$ cat src/rtl/dnc_pkg.sv
package dnc_pkg;

   typedef enum logic [1:0] {
      LS_INV = 2'd0,
      LS_SHR = 2'd1,
      LS_EXC = 2'd2
   } line_st_t;

   typedef enum logic [2:0] {
      MT_RDREQ  = 3'd0,
      MT_WRREQ  = 3'd1,
      MT_INVAL  = 3'd2,
      MT_FETCH  = 3'd3,
      MT_FETINV = 3'd4,
      MT_REPLY  = 3'd5,
      MT_WBACK  = 3'd6
   } msg_t;

   typedef enum logic [1:0] {
      SQ_IDLE = 2'd0,
      SQ_REQ  = 2'd1,
      SQ_WAIT = 2'd2,
      SQ_ACK  = 2'd3
   } seq_st_t;

endpackage

$ cat src/rtl/dnc_line_array.sv
module dnc_line_array
   import dnc_pkg::*;
#(
   parameter int IDX_W  = 2,
   parameter int TAG_W  = 6,
   parameter int DATA_W = 16
) (
   input  logic              clk,
   input  logic              rst_n,
   input  logic              wr_en,
   input  logic [IDX_W-1:0]  wr_idx,
   input  line_st_t          wr_st,
   input  logic [TAG_W-1:0]  wr_tag,
   input  logic [DATA_W-1:0] wr_dat,
   input  logic [IDX_W-1:0]  ra_idx,
   output line_st_t          ra_st,
   output logic [TAG_W-1:0]  ra_tag,
   output logic [DATA_W-1:0] ra_dat,
   input  logic [IDX_W-1:0]  rb_idx,
   output line_st_t          rb_st,
   output logic [TAG_W-1:0]  rb_tag,
   output logic [DATA_W-1:0] rb_dat
);

   localparam int LINES = 2 ** IDX_W;

   line_st_t          st_all  [LINES];
   logic [TAG_W-1:0]  tag_all [LINES];
   logic [DATA_W-1:0] dat_all [LINES];

   for (genvar g = 0; g < LINES; g++) begin : g_line
      line_st_t          st_r;
      logic [TAG_W-1:0]  tag_r;
      logic [DATA_W-1:0] dat_r;
      logic              sel;

      assign sel = wr_en && (wr_idx == IDX_W'(g));

      always_ff @(posedge clk) begin
         if (!rst_n) begin
            st_r  <= LS_INV;
            tag_r <= '0;
            dat_r <= '0;
         end else if (sel) begin
            st_r  <= wr_st;
            tag_r <= wr_tag;
            dat_r <= wr_dat;
         end
      end

      assign st_all[g]  = st_r;
      assign tag_all[g] = tag_r;
      assign dat_all[g] = dat_r;
   end

   assign ra_st  = st_all[ra_idx];
   assign ra_tag = tag_all[ra_idx];
   assign ra_dat = dat_all[ra_idx];
   assign rb_st  = st_all[rb_idx];
   assign rb_tag = tag_all[rb_idx];
   assign rb_dat = dat_all[rb_idx];

endmodule

$ cat src/rtl/dnc_msg_reg.sv
module dnc_msg_reg
   import dnc_pkg::*;
#(
   parameter int ADDR_W = 8,
   parameter int DATA_W = 16
) (
   input  logic              clk,
   input  logic              rst_n,
   input  logic              load,
   input  msg_t              ld_type,
   input  logic [ADDR_W-1:0] ld_addr,
   input  logic [DATA_W-1:0] ld_data,
   input  logic              out_ready,
   output logic              out_valid,
   output msg_t              out_type,
   output logic [ADDR_W-1:0] out_addr,
   output logic [DATA_W-1:0] out_data
);

   always_ff @(posedge clk) begin
      if (!rst_n) begin
         out_valid <= 1'b0;
         out_type  <= MT_WBACK;
         out_addr  <= '0;
         out_data  <= '0;
      end else if (load) begin
         out_valid <= 1'b1;
         out_type  <= ld_type;
         out_addr  <= ld_addr;
         out_data  <= ld_data;
      end else if (out_valid && out_ready) begin
         out_valid <= 1'b0;
      end
   end

   // a pending message keeps its contents until it is taken
   p_hold_stable_r3: assert property (@(posedge clk) disable iff (!rst_n)
      (out_valid && !out_ready) |=> (out_valid && $stable(out_type)
                                     && $stable(out_addr) && $stable(out_data)));

   // the sequencer never overwrites a message still waiting
   p_load_free_r11: assert property (@(posedge clk) disable iff (!rst_n)
      load |-> !out_valid);

endmodule

$ cat src/rtl/dnc_seq.sv
module dnc_seq
   import dnc_pkg::*;
#(
   parameter int ADDR_W = 8,
   parameter int DATA_W = 16,
   parameter int IDX_W  = 2
) (
   input  logic              clk,
   input  logic              rst_n,
   input  logic              cpu_req,
   input  logic              cpu_we,
   input  logic [ADDR_W-1:0] cpu_addr,
   input  logic [DATA_W-1:0] cpu_wdata,
   output logic              cpu_ack,
   output logic [DATA_W-1:0] cpu_rdata,
   input  logic              in_valid,
   input  logic [2:0]        in_type,
   input  logic [ADDR_W-1:0] in_addr,
   input  logic [DATA_W-1:0] in_data,
   output logic              in_ready,
   input  logic              ob_valid,
   output logic              ob_load,
   output msg_t              ob_type,
   output logic [ADDR_W-1:0] ob_addr,
   output logic [DATA_W-1:0] ob_data,
   output logic              lw_en,
   output logic [IDX_W-1:0]  lw_idx,
   output line_st_t          lw_st,
   output logic [ADDR_W-IDX_W-1:0] lw_tag,
   output logic [DATA_W-1:0] lw_dat,
   output logic [IDX_W-1:0]  ra_idx,
   input  line_st_t          ra_st,
   input  logic [ADDR_W-IDX_W-1:0] ra_tag,
   input  logic [DATA_W-1:0] ra_dat,
   output logic [IDX_W-1:0]  rb_idx,
   input  line_st_t          rb_st,
   input  logic [ADDR_W-IDX_W-1:0] rb_tag,
   input  logic [DATA_W-1:0] rb_dat
);

   localparam int TAG_W = ADDR_W - IDX_W;

   seq_st_t           st_q, st_n;
   logic [DATA_W-1:0] rd_q, rd_n;
   logic              rd_load;
   logic              coh_go;

   logic [IDX_W-1:0]  cidx, iidx;
   logic [TAG_W-1:0]  ctag, itag;
   logic              a_match, b_match, in_fire, reply_hit;
   msg_t              in_msg;

   assign cidx    = cpu_addr[IDX_W-1:0];
   assign ctag    = cpu_addr[ADDR_W-1:IDX_W];
   assign iidx    = in_addr[IDX_W-1:0];
   assign itag    = in_addr[ADDR_W-1:IDX_W];
   assign ra_idx  = cidx;
   assign rb_idx  = iidx;
   assign in_msg  = msg_t'(in_type);

   assign a_match = (ra_st != LS_INV) && (ra_tag == ctag);
   assign b_match = (rb_st != LS_INV) && (rb_tag == itag);

   assign in_ready  = ((st_q == SQ_IDLE) || (st_q == SQ_WAIT)) && !ob_valid;
   assign in_fire   = in_valid && in_ready;
   assign reply_hit = (in_msg == MT_REPLY) && (in_addr == cpu_addr);

   always_comb begin
      st_n    = st_q;
      lw_en   = 1'b0;
      lw_idx  = cidx;
      lw_st   = LS_INV;
      lw_tag  = ctag;
      lw_dat  = cpu_wdata;
      ob_load = 1'b0;
      ob_type = MT_WBACK;
      ob_addr = cpu_addr;
      ob_data = '0;
      rd_load = 1'b0;
      rd_n    = ra_dat;
      coh_go  = 1'b0;

      case (st_q)
         SQ_IDLE: begin
            if (in_fire) begin
               coh_go = 1'b1;
            end else if (cpu_req && !ob_valid) begin
               if (a_match && !cpu_we) begin
                  rd_load = 1'b1;
                  st_n    = SQ_ACK;
               end else if (a_match && cpu_we && (ra_st == LS_EXC)) begin
                  lw_en   = 1'b1;
                  lw_st   = LS_EXC;
                  rd_load = 1'b1;
                  rd_n    = cpu_wdata;
                  st_n    = SQ_ACK;
               end else begin
                  if ((ra_st == LS_EXC) && (ra_tag != ctag)) begin
                     ob_load = 1'b1;
                     ob_type = MT_WBACK;
                     ob_addr = {ra_tag, cidx};
                     ob_data = ra_dat;
                     lw_en   = 1'b1;
                     lw_st   = LS_INV;
                     lw_tag  = ra_tag;
                     lw_dat  = ra_dat;
                  end
                  st_n = SQ_REQ;
               end
            end
         end
         SQ_REQ: begin
            if (!ob_valid) begin
               ob_load = 1'b1;
               ob_type = cpu_we ? MT_WRREQ : MT_RDREQ;
               ob_addr = cpu_addr;
               st_n    = SQ_WAIT;
            end
         end
         SQ_WAIT: begin
            if (in_fire) begin
               if (reply_hit) begin
                  lw_en   = 1'b1;
                  lw_st   = cpu_we ? LS_EXC : LS_SHR;
                  lw_dat  = cpu_we ? cpu_wdata : in_data;
                  rd_load = 1'b1;
                  rd_n    = cpu_we ? cpu_wdata : in_data;
                  st_n    = SQ_ACK;
               end else begin
                  coh_go = 1'b1;
               end
            end
         end
         SQ_ACK:  st_n = SQ_IDLE;
         default: st_n = SQ_IDLE;
      endcase

      if (coh_go) begin
         case (in_msg)
            MT_INVAL: begin
               if (b_match && (rb_st == LS_SHR)) begin
                  lw_en  = 1'b1;
                  lw_idx = iidx;
                  lw_st  = LS_INV;
                  lw_tag = rb_tag;
                  lw_dat = rb_dat;
               end
            end
            MT_FETCH, MT_FETINV: begin
               if (b_match && (rb_st == LS_EXC)) begin
                  ob_load = 1'b1;
                  ob_type = MT_WBACK;
                  ob_addr = in_addr;
                  ob_data = rb_dat;
                  lw_en   = 1'b1;
                  lw_idx  = iidx;
                  lw_st   = (in_msg == MT_FETCH) ? LS_SHR : LS_INV;
                  lw_tag  = rb_tag;
                  lw_dat  = rb_dat;
               end
            end
            default: ;
         endcase
      end
   end

   always_ff @(posedge clk) begin
      if (!rst_n) begin
         st_q <= SQ_IDLE;
         rd_q <= '0;
      end else begin
         st_q <= st_n;
         if (rd_load) rd_q <= rd_n;
      end
   end

   assign cpu_ack   = (st_q == SQ_ACK);
   assign cpu_rdata = rd_q;

   // completion lasts exactly one cycle
   p_ack_pulse_r2: assert property (@(posedge clk) disable iff (!rst_n)
      cpu_ack |=> !cpu_ack);

   // a matching reply during the wait completes the access next cycle
   p_reply_ack_r4: assert property (@(posedge clk) disable iff (!rst_n)
      ((st_q == SQ_WAIT) && in_fire && reply_hit) |=> cpu_ack);

   // no completion while the request is still being issued
   p_no_early_ack_r4: assert property (@(posedge clk) disable iff (!rst_n)
      (st_q == SQ_REQ) |=> !cpu_ack);

   // a fetch that hits an owned line produces an outgoing message
   p_fetch_wb_r7: assert property (@(posedge clk) disable iff (!rst_n)
      (coh_go && ((in_msg == MT_FETCH) || (in_msg == MT_FETINV))
       && b_match && (rb_st == LS_EXC)) |=> ob_valid);

   // a command for an address not held leaves the outgoing port idle
   p_ignore_unheld_r10: assert property (@(posedge clk) disable iff (!rst_n)
      (coh_go && !b_match && ((in_msg == MT_INVAL) || (in_msg == MT_FETCH)
                              || (in_msg == MT_FETINV))) |=> !ob_valid);

endmodule

$ cat src/rtl/dir_node_cache.sv
module dir_node_cache
   import dnc_pkg::*;
#(
   parameter int ADDR_W  = 8,
   parameter int DATA_W  = 16,
   parameter int IDX_W   = 2,
   parameter int NODE_W  = 2,
   parameter int NODE_ID = 0
) (
   input  logic              clk,
   input  logic              rst_n,
   input  logic              cpu_req,
   input  logic              cpu_we,
   input  logic [ADDR_W-1:0] cpu_addr,
   input  logic [DATA_W-1:0] cpu_wdata,
   output logic              cpu_ack,
   output logic [DATA_W-1:0] cpu_rdata,
   output logic              out_valid,
   input  logic              out_ready,
   output logic [2:0]        out_type,
   output logic [NODE_W-1:0] out_src,
   output logic [ADDR_W-1:0] out_addr,
   output logic [DATA_W-1:0] out_data,
   input  logic              in_valid,
   output logic              in_ready,
   input  logic [2:0]        in_type,
   input  logic [ADDR_W-1:0] in_addr,
   input  logic [DATA_W-1:0] in_data
);

   localparam int TAG_W = ADDR_W - IDX_W;

   initial begin
      assert (IDX_W >= 1 && IDX_W < ADDR_W)
         else $error("IDX_W must be at least 1 and below ADDR_W");
      assert (DATA_W >= 1) else $error("DATA_W must be positive");
      assert (NODE_W >= 1 && NODE_ID >= 0 && NODE_ID < (2 ** NODE_W))
         else $error("NODE_ID does not fit NODE_W");
   end

   logic              ob_load, ob_valid;
   msg_t              ob_type, mr_type;
   logic [ADDR_W-1:0] ob_addr;
   logic [DATA_W-1:0] ob_data;

   logic              lw_en;
   logic [IDX_W-1:0]  lw_idx, ra_idx, rb_idx;
   line_st_t          lw_st, ra_st, rb_st;
   logic [TAG_W-1:0]  lw_tag, ra_tag, rb_tag;
   logic [DATA_W-1:0] lw_dat, ra_dat, rb_dat;

   dnc_seq #(.ADDR_W(ADDR_W), .DATA_W(DATA_W), .IDX_W(IDX_W)) u_seq (
      .clk(clk), .rst_n(rst_n),
      .cpu_req(cpu_req), .cpu_we(cpu_we), .cpu_addr(cpu_addr),
      .cpu_wdata(cpu_wdata), .cpu_ack(cpu_ack), .cpu_rdata(cpu_rdata),
      .in_valid(in_valid), .in_type(in_type), .in_addr(in_addr),
      .in_data(in_data), .in_ready(in_ready),
      .ob_valid(ob_valid), .ob_load(ob_load), .ob_type(ob_type),
      .ob_addr(ob_addr), .ob_data(ob_data),
      .lw_en(lw_en), .lw_idx(lw_idx), .lw_st(lw_st), .lw_tag(lw_tag),
      .lw_dat(lw_dat),
      .ra_idx(ra_idx), .ra_st(ra_st), .ra_tag(ra_tag), .ra_dat(ra_dat),
      .rb_idx(rb_idx), .rb_st(rb_st), .rb_tag(rb_tag), .rb_dat(rb_dat)
   );

   dnc_line_array #(.IDX_W(IDX_W), .TAG_W(TAG_W), .DATA_W(DATA_W)) u_lines (
      .clk(clk), .rst_n(rst_n),
      .wr_en(lw_en), .wr_idx(lw_idx), .wr_st(lw_st), .wr_tag(lw_tag),
      .wr_dat(lw_dat),
      .ra_idx(ra_idx), .ra_st(ra_st), .ra_tag(ra_tag), .ra_dat(ra_dat),
      .rb_idx(rb_idx), .rb_st(rb_st), .rb_tag(rb_tag), .rb_dat(rb_dat)
   );

   dnc_msg_reg #(.ADDR_W(ADDR_W), .DATA_W(DATA_W)) u_out (
      .clk(clk), .rst_n(rst_n),
      .load(ob_load), .ld_type(ob_type), .ld_addr(ob_addr), .ld_data(ob_data),
      .out_ready(out_ready), .out_valid(ob_valid), .out_type(mr_type),
      .out_addr(out_addr), .out_data(out_data)
   );

   assign out_valid = ob_valid;
   assign out_type  = mr_type;
   assign out_src   = NODE_W'(NODE_ID);

   // no incoming message is taken while an outgoing one waits
   p_block_input_r11: assert property (@(posedge clk) disable iff (!rst_n)
      (out_valid && !out_ready) |=> !in_ready);

endmodule

$ cat config.mk
export PLATFORM = sky130hd
export DESIGN_NAME = dir_node_cache
export DESIGN_NICKNAME = d
export VERILOG_FILES = /design/src/rtl/dnc_pkg.sv /design/src/rtl/dnc_line_array.sv /design/src/rtl/dnc_msg_reg.sv /design/src/rtl/dnc_seq.sv /design/src/rtl/dir_node_cache.sv
export SDC_FILE = /design/constraint.sdc
export NUM_CORES = 1
export LEC_CHECK = 0
export ABC_AREA = 1
export BUFFER_PORTS_ARGS = -buffer_cell sky130_fd_sc_hd__clkbuf_2
export CORE_UTILIZATION = 40
export CTS_BUF_LIST = sky130_fd_sc_hd__clkbuf_4 sky130_fd_sc_hd__clkbuf_8
export DETAILED_ROUTE_END_ITERATION = 10
export SLEW_MARGIN = 15
export SYNTH_ARGS = -nofsm -noshare
export SYNTH_HDL_FRONTEND = slang
export SYNTH_SLANG_ARGS = --single-unit
$ cat constraint.sdc
create_clock -name clk -period 2.3 [get_ports clk]
set_input_delay 0.345 -clock clk [delete_from_list [all_inputs] [get_ports clk]]
set_output_delay 0.345 -clock clk [all_outputs]
set_load 0.05 [all_outputs]
# After elaboration in Yosys (flattened, before gate mapping)

Cells that the tools add are included.

Order comparisons: 2
Eq/ne operators: 22
Mux-type cells: 129
Bitwise operators: 2
Reductions and logical operators: 27

Operator list:

| operator                                            | count |
|---|---|
| two-way mux 16 bit                                  | 30 |
| one-hot mux 16 bit (2 select lines)                 | 3 |
| two-way mux 6 bit                                   | 13 |
| two-way mux 8 bit                                   | 9 |
| binary-select mux 16 bit (select 2 bit)             | 2 |
| two-way mux 2 bit                                   | 24 |
| two-way mux 1 bit                                   | 29 |
| binary-select mux 6 bit (select 2 bit)              | 2 |
| logical AND 1 bit                                   | 17 |
| two-way mux 3 bit                                   | 5 |
| equality test 2 bit, second input constant          | 6 |
| equality test 6 bit                                 | 2 |
| one-hot mux 2 bit (2 select lines)                  | 3 |
| one-hot mux 6 bit (2 select lines)                  | 1 |
| one-hot mux 1 bit (2 select lines)                  | 5 |
| binary-select mux 2 bit (select 2 bit)              | 2 |
| equality test 8 bit                                 | 1 |
| one-hot mux 2 bit (4 select lines)                  | 1 |
| equality test 2 x 1 -> 1 bit, second input constant | 3 |
| equality test 3 x 2 -> 1 bit, second input constant | 2 |
| equality test 3 bit, second input constant          | 2 |
| >= comparator 3 bit, second input constant          | 2 |
| inequality test 2 bit, second input constant        | 3 |
| inequality test 6 bit                               | 1 |
| 8 further kinds                                     | 14 |

Bits in registers: 142
Input port bits: 57
Output and inout port bits: 48
Logic and storage cells: 200

# Longest topological paths before layout

Depth after elaboration: 17
Depth in mapped cells: 22
Gate-level depth less buffers: 19

# Cells and area by module

From an unflattened synthesis, not the netlist that was laid out.

Cells, all modules: 1760
Area, all modules: 10252.3 sq um

Modules (own cells, without submodules):

| module         | instances | cells an instance | area an instance (sq um) | sequential area each (sq um) |
|---|---|---|---|---|
| dnc_line_array | 1         | 893               | 5422.7                   | 1921.8 |
| dnc_seq        | 1         | 742               | 3804.9                   | 360.3 |
| dnc_msg_reg    | 1         | 122               | 1006.0                   | 560.5 |
| dir_node_cache | 1         | 3                 | 18.8                     | 0.0 |

# Worst setup path after synthesis

OpenSTA, ideal clock, no wires.

Path kind: register to register
Start point: reg u_seq.st_q[0]
End point: reg u_lines.g_line[0].dat_r[2]
Library setup time: 113 ps
Arrival time: 3097 ps
Required time: 2187 ps
Path slack: -910 ps
Cell stages (with the launch flop): 18
Buffers on the path: 2
Period minus slack after synthesis: 3210 ps
Cell sequence: dfxtp_1 -> inv_1 -> ha_1 -> nor2_2 -> nor2_1 -> nand2_1 -> buf_2 -> inv_2 -> nand2_2 -> nor2_4 -> nand2_1 -> nand2_1 -> nand3_4 -> nor2_4 -> buf_2 -> nand2_1 -> nand2_1 -> nor2_1

Word-level cells in the longest chain between the ends: 10
Elaborated cells between the ends (all ways): 25
Classes of those cells: eq/ne (1); mux (18); reduce/logical (6)

Ends and longest elaborated chain:

| what                                                          | RTL line                       | source |
|---|---|---|
| start, declared                                               | dnc_seq.sv:43                  | `seq_st_t st_q, st_n;` |
| start signal, assigned                                        | dnc_seq.sv:172                 | `st_q <= st_n;` |
| equality test 2 bit / zero test 2 bit (equally long branches) | dnc_seq.sv:64                  | `assign in_ready = ((st_q == SQ_IDLE) \|\| (st_q == SQ_WAIT)) && !ob_valid;` |
| logical OR 1 bit (*)                                          | dnc_seq.sv:64                  |  |
| logical AND 1 bit (*)                                         | dnc_seq.sv:64                  |  |
| via in_ready                                                  | dir_node_cache.sv:25           | `output logic in_ready,` |
| logical AND 1 bit (*)                                         | dnc_seq.sv:65                  | `assign in_fire = in_valid && in_ready;` |
| two-way mux 1 bit (on tied branches)                          | dnc_seq.sv:121, dnc_seq.sv:85  |  |
| one-hot mux 1 bit (2 select lines)                            | dnc_seq.sv:83                  | `case (st_q)` |
| two-way mux 1 bit (on tied branches)                          | dnc_seq.sv:150, dnc_seq.sv:141 |  |
| one-hot mux 1 bit (2 select lines)                            | dnc_seq.sv:139                 | `case (in_msg)` |
| two-way mux 1 bit                                             | dnc_seq.sv:138                 | `if (coh_go) begin` |
| logical AND 1 bit                                             | dnc_line_array.sv:37           | `assign sel = wr_en && (wr_idx == IDX_W'(g));` |
| end signal, assigned                                          | dnc_line_array.sv:47           | `dat_r <= wr_dat;` |
| end, declared                                                 | dnc_line_array.sv:34           | `logic [DATA_W-1:0] dat_r;` |

The timed path passes the listed nets; every way through them passes the cells marked *.
A chain may end at the register's enable or synchronous reset.

# Worst setup path after layout

Start point: reg u_seq.st_q[0]
End point: reg u_lines.g_line[2].dat_r[1]

Word-level cells in the longest chain between the ends: 10
Elaborated cells between the ends (all ways): 25
Classes of those cells: eq/ne (2); mux (18); reduce/logical (5)

Ends and longest elaborated chain:

| what                                                          | RTL line |
|---|---|
| equality test 2 bit / zero test 2 bit (equally long branches) | dnc_seq.sv:64, dnc_seq.sv:83 |
| logical OR 1 bit                                              | dnc_seq.sv:64 |
| logical AND 1 bit                                             | dnc_seq.sv:64 |
| logical AND 1 bit                                             | dnc_seq.sv:65 |
| two-way mux 1 bit (on tied branches)                          | dnc_seq.sv:121, dnc_seq.sv:85 |
| one-hot mux 1 bit (2 select lines)                            | dnc_seq.sv:83 |
| two-way mux 1 bit (on tied branches)                          | dnc_seq.sv:150, dnc_seq.sv:141 |
| one-hot mux 1 bit (2 select lines)                            | dnc_seq.sv:139 |
| two-way mux 1 bit                                             | dnc_seq.sv:138 |
| logical AND 1 bit                                             | dnc_line_array.sv:37 |
| end signal, assigned                                          | dnc_line_array.sv:47 |
| end, declared                                                 | dnc_line_array.sv:34 |

Parallel ways exist; a longest one is shown, timed or not.

==> metrics.txt <==
outcome=finished, violations left; violated checks=negative setup slack; Final min period=2.467 ns; Hold WC Path Type=input port to flop; num rows=56; hold violation count in the final report=0; peak supply drop=around 0.76 mV; H-tree depth=4; 1st-iter DRT viols=1238; Die Ht=158.4 µm; vias per inst=5.243; Yosys warnings=0; Worst Reg-to-Reg Cells=19; max-slew violations=0; Pwr per Cell Area=around 730 nW/µm²; I/O pin count=105; Hold Path Sink=u_out.out_valid$_SDFFE_PN0P_; Worst-path clk slew=~0.10 ns; Initial Util=41.19%; worst slew pin tran=0.7818 ns; critical path, cell by cell=inv_4, ha_4, nor2_4, nor2_4, nand2_2, nand2_4, buf_6, inv_4, buf_6, nor2_4, nor2_4, nand2_8, buf_16, nand2_1, nand3_2, a21oi_2, inv_1, nor2_1, nor2_1; root buf cell=clkbuf_8; WHS=0.1338 ns; post-route non-filler standard cell count=2389; Tot GR Track Use=29.78%; DR vias=12525; antenna-violating nets left=0; number of synthesized register bits=141; Post-CTS Hold Fix Bufs=0; dpl cell area=around 12000 µm²; CTS tree=built; min-delay src=out_ready; Lkg Pwr=0.007246 µW; # clock sinks=141; clock skew=~0.022 ns; Buf/Inv on CP=6; ys flop type=dfxtp_1; post-DP HPWL=26120 µm; Mapped Area=around 9800 µm²; number of enable flip-flop cells after synthesis=0; post-route cell area=14820 µm²; Avg Cell Area, Syn=around 5.7 µm²; gpl congestion=between 0.9 and 1; initial antenna violation count=0; fin nets=2118; setup ws final=-0.1667 ns; die width=158.4 µm; crit-path most repeated cell=nor2_4; cell total after placement=between 2000 and 2500; worst endpoint required time=2.66 ns; CP max FO=7; delay-heaviest family, CP=simple AND/OR/NAND/NOR gates; synthesis-to-finish area growth=51.45%; CP Depth=19; Worst path max stage delay=approximately 0.37 ns; vias in the first global route=~11000; WS Path Type=flop to flop; total chip power=10880 µW; fmax=405.4 MHz; total grt overflow=0; Setup crit end kind=flop; port bufs=just over 100; largest net degree at the start of global routing=approximately 120; # diodes=0; Startpoint Class=flop; fraction of layout cells with a size suffix above 1=35.36%; core area=23750 µm²; critical path's slowest cell=dfxtp_2; clk_lat worst skew=0.48 ns; unrepaired setup endpoints after global routing=yes; Die Area=25090 µm²; r2r startpoint=u_seq.st_q[0]$_SDFFE_PN0P_; hold path cells=4; Finished Core Util=about 62%; first-pass iteration count of the detailed router=6; Slew HR=a little under half; clk buf depth=2; DRT Wirelength=40220 µm; Synth Instances=1717; post-synthesis sequential area ratio=28.85%; max_cap viols=0; post-DR wirelength/cell=roughly 17 µm; Final Cycle Share=107.2%; Synth cell types=38; Worst Path Arrival=around 2.8 ns; asr flop ratio synth=0%; final setup violation count=between 90 and 100; Inserted Clock Buffers=17; setup slack, reg-to-reg=-0.17 ns; global-route wire length before repair=57680 µm; DR DRC count=0; RR Endpoint=u_lines.g_line[2].dat_r[1]$_SDFFE_PN0P_
## what timing repair did
item,4_1_cts,5_1_grt
resized for setup,138,206
buffers inserted,35,15
pin swaps,49,86
setup endpoints to repair,123,139
gates cloned,9,14
## cells in the mapped netlist (all sizes together), types with 4 or more instances
| master | number | area, µm² |
|---|---|---|
| o21ai | 96 | 480.5 |
| a32oi | 15 | 131.4 |
| a31oi | 18 | 112.6 |
| a21oi | 135 | 675.7 |
| buf | 65 | 371.6 |
| inv | 176 | 660.6 |
| nor2 | 263 | 1045 |
| o22ai | 8 | 50.05 |
| nand2 | 588 | 2235 |
| nand3 | 107 | 573.1 |
| ha | 4 | 50.05 |
| clkbuf | 38 | 142.6 |
| or2 | 5 | 31.28 |
| nand4 | 11 | 75.07 |
| o211ai | 14 | 105.1 |
| dfxtp | 141 | 2823 |
| a22oi | 12 | 90.09 |
| nor3 | 9 | 45.04 |
## logic make-up (layout without fill, tap and decap cells)
group	count (synthesis)	in the layout	share of synthesized area, %
other cells	1	2	0.03833
buf+inv	279	628	12.01
fa+ha+maj	4	4	0.5116
flops	141	141	28.85
simple gates	987	990	41.22
compound gates	305	305	17.37
## layout by cell type, fill, tap and decap left out, types with 14 or more instances in the layout
cell,n
buf_4,247
nand2_2,70
buf_6,24
o21ai_0,67
nand2_1,489
buf_12,30
nand3_1,73
a31oi_1,18
nor2_1,217
inv_1,151
a21oi_1,114
dfxtp_1,114
nand3_2,25
inv_2,19
o211ai_1,14
clkbuf_8,17
dfxtp_2,26
nor2_2,29
nand2_4,27
clkbuf_2,101
nor2_4,20
a32oi_1,15
o21ai_1,14
## worst min-delay path, stage by stage
cell	delay, ns
clkbuf_2	0.08
o21ai_0	0.06
nand2_1	0.05
inv_1	0.03
## how the worst max path moves through the flow
stage / from / to / slack [ns]
after global routing: u_lines.g_line[1].tag_r[5]$_SDFFE_PN0P_ / u_lines.g_line[2].tag_r[0]$_SDFFE_PN0P_ / -0.29
after CTS: u_seq.st_q[1]$_SDFFE_PN0P_ / u_lines.g_line[0].dat_r[15]$_SDFFE_PN0P_ / -0.07
after global placement: cpu_addr[0] / u_lines.g_line[1].tag_r[2]$_SDFFE_PN0P_ / -0.66
after floorplan: u_seq.st_q[0]$_SDFFE_PN0P_ / u_lines.g_line[0].st_r[0]$_SDFFE_PN0P_ / -0.16
after detailed placement: in_addr[0] / u_lines.g_line[1].dat_r[14]$_SDFFE_PN0P_ / -0.77
final: u_seq.st_q[0]$_SDFFE_PN0P_ / u_lines.g_line[2].dat_r[1]$_SDFFE_PN0P_ / -0.17
## state kept, by name, indices dropped and copies added (netlist names)
name / cells
u_out.out_valid: 1
u_out.out_addr: 8
u_lines.g_line.dat_r: 64
u_seq.st_q: 2
u_out.out_type: 2
u_seq.cpu_rdata: 16
u_lines.g_line.tag_r: 24
u_lines.g_line.st_r: 8
u_out.out_data: 16
## area by class of cell
type,count,area [µm²]
clock buffers,17,234.0
clock inverters,15,175.2
fillers,2205,8936
inverters,176,680.7
multi-input cells,1301,6818
flip-flops and latches,141,2859
well taps,319,399.1
repair buffers,420,3651
## power breakdown
group	switching, µW	leakage [µW]	internal, µW	total [µW]
logic	3540	0.00588	2220	5750
registers	204	0.00116	2760	2960
clock network	1240	0.000206	919	2160
## metrics by stage
stage,setup WS (ns),setup TNS (ns)
floorplan,-0.1605,-8.751
global placement,-0.6637,-61.74
detailed placement,-0.7730,-66.30
CTS,-0.07269,-1.842
global route,-0.2924,-23.01
finish,-0.1667,-8.345
## layer usage
layer / share of wire (%) / GRT usage, % / routed length, µm / vias up
li1: - / - / - / 6140
met1: 45 / 43.58 / 18280 / 5732
met2: 45 / 45.84 / 17930 / 598
met3: 8.6 / 4.192 / 3449 / 55
met4: 1.4 / 6.410 / 567 / 0
met5: 0 / 0 / 0 / -
Power figures use the tool's default switching activity.
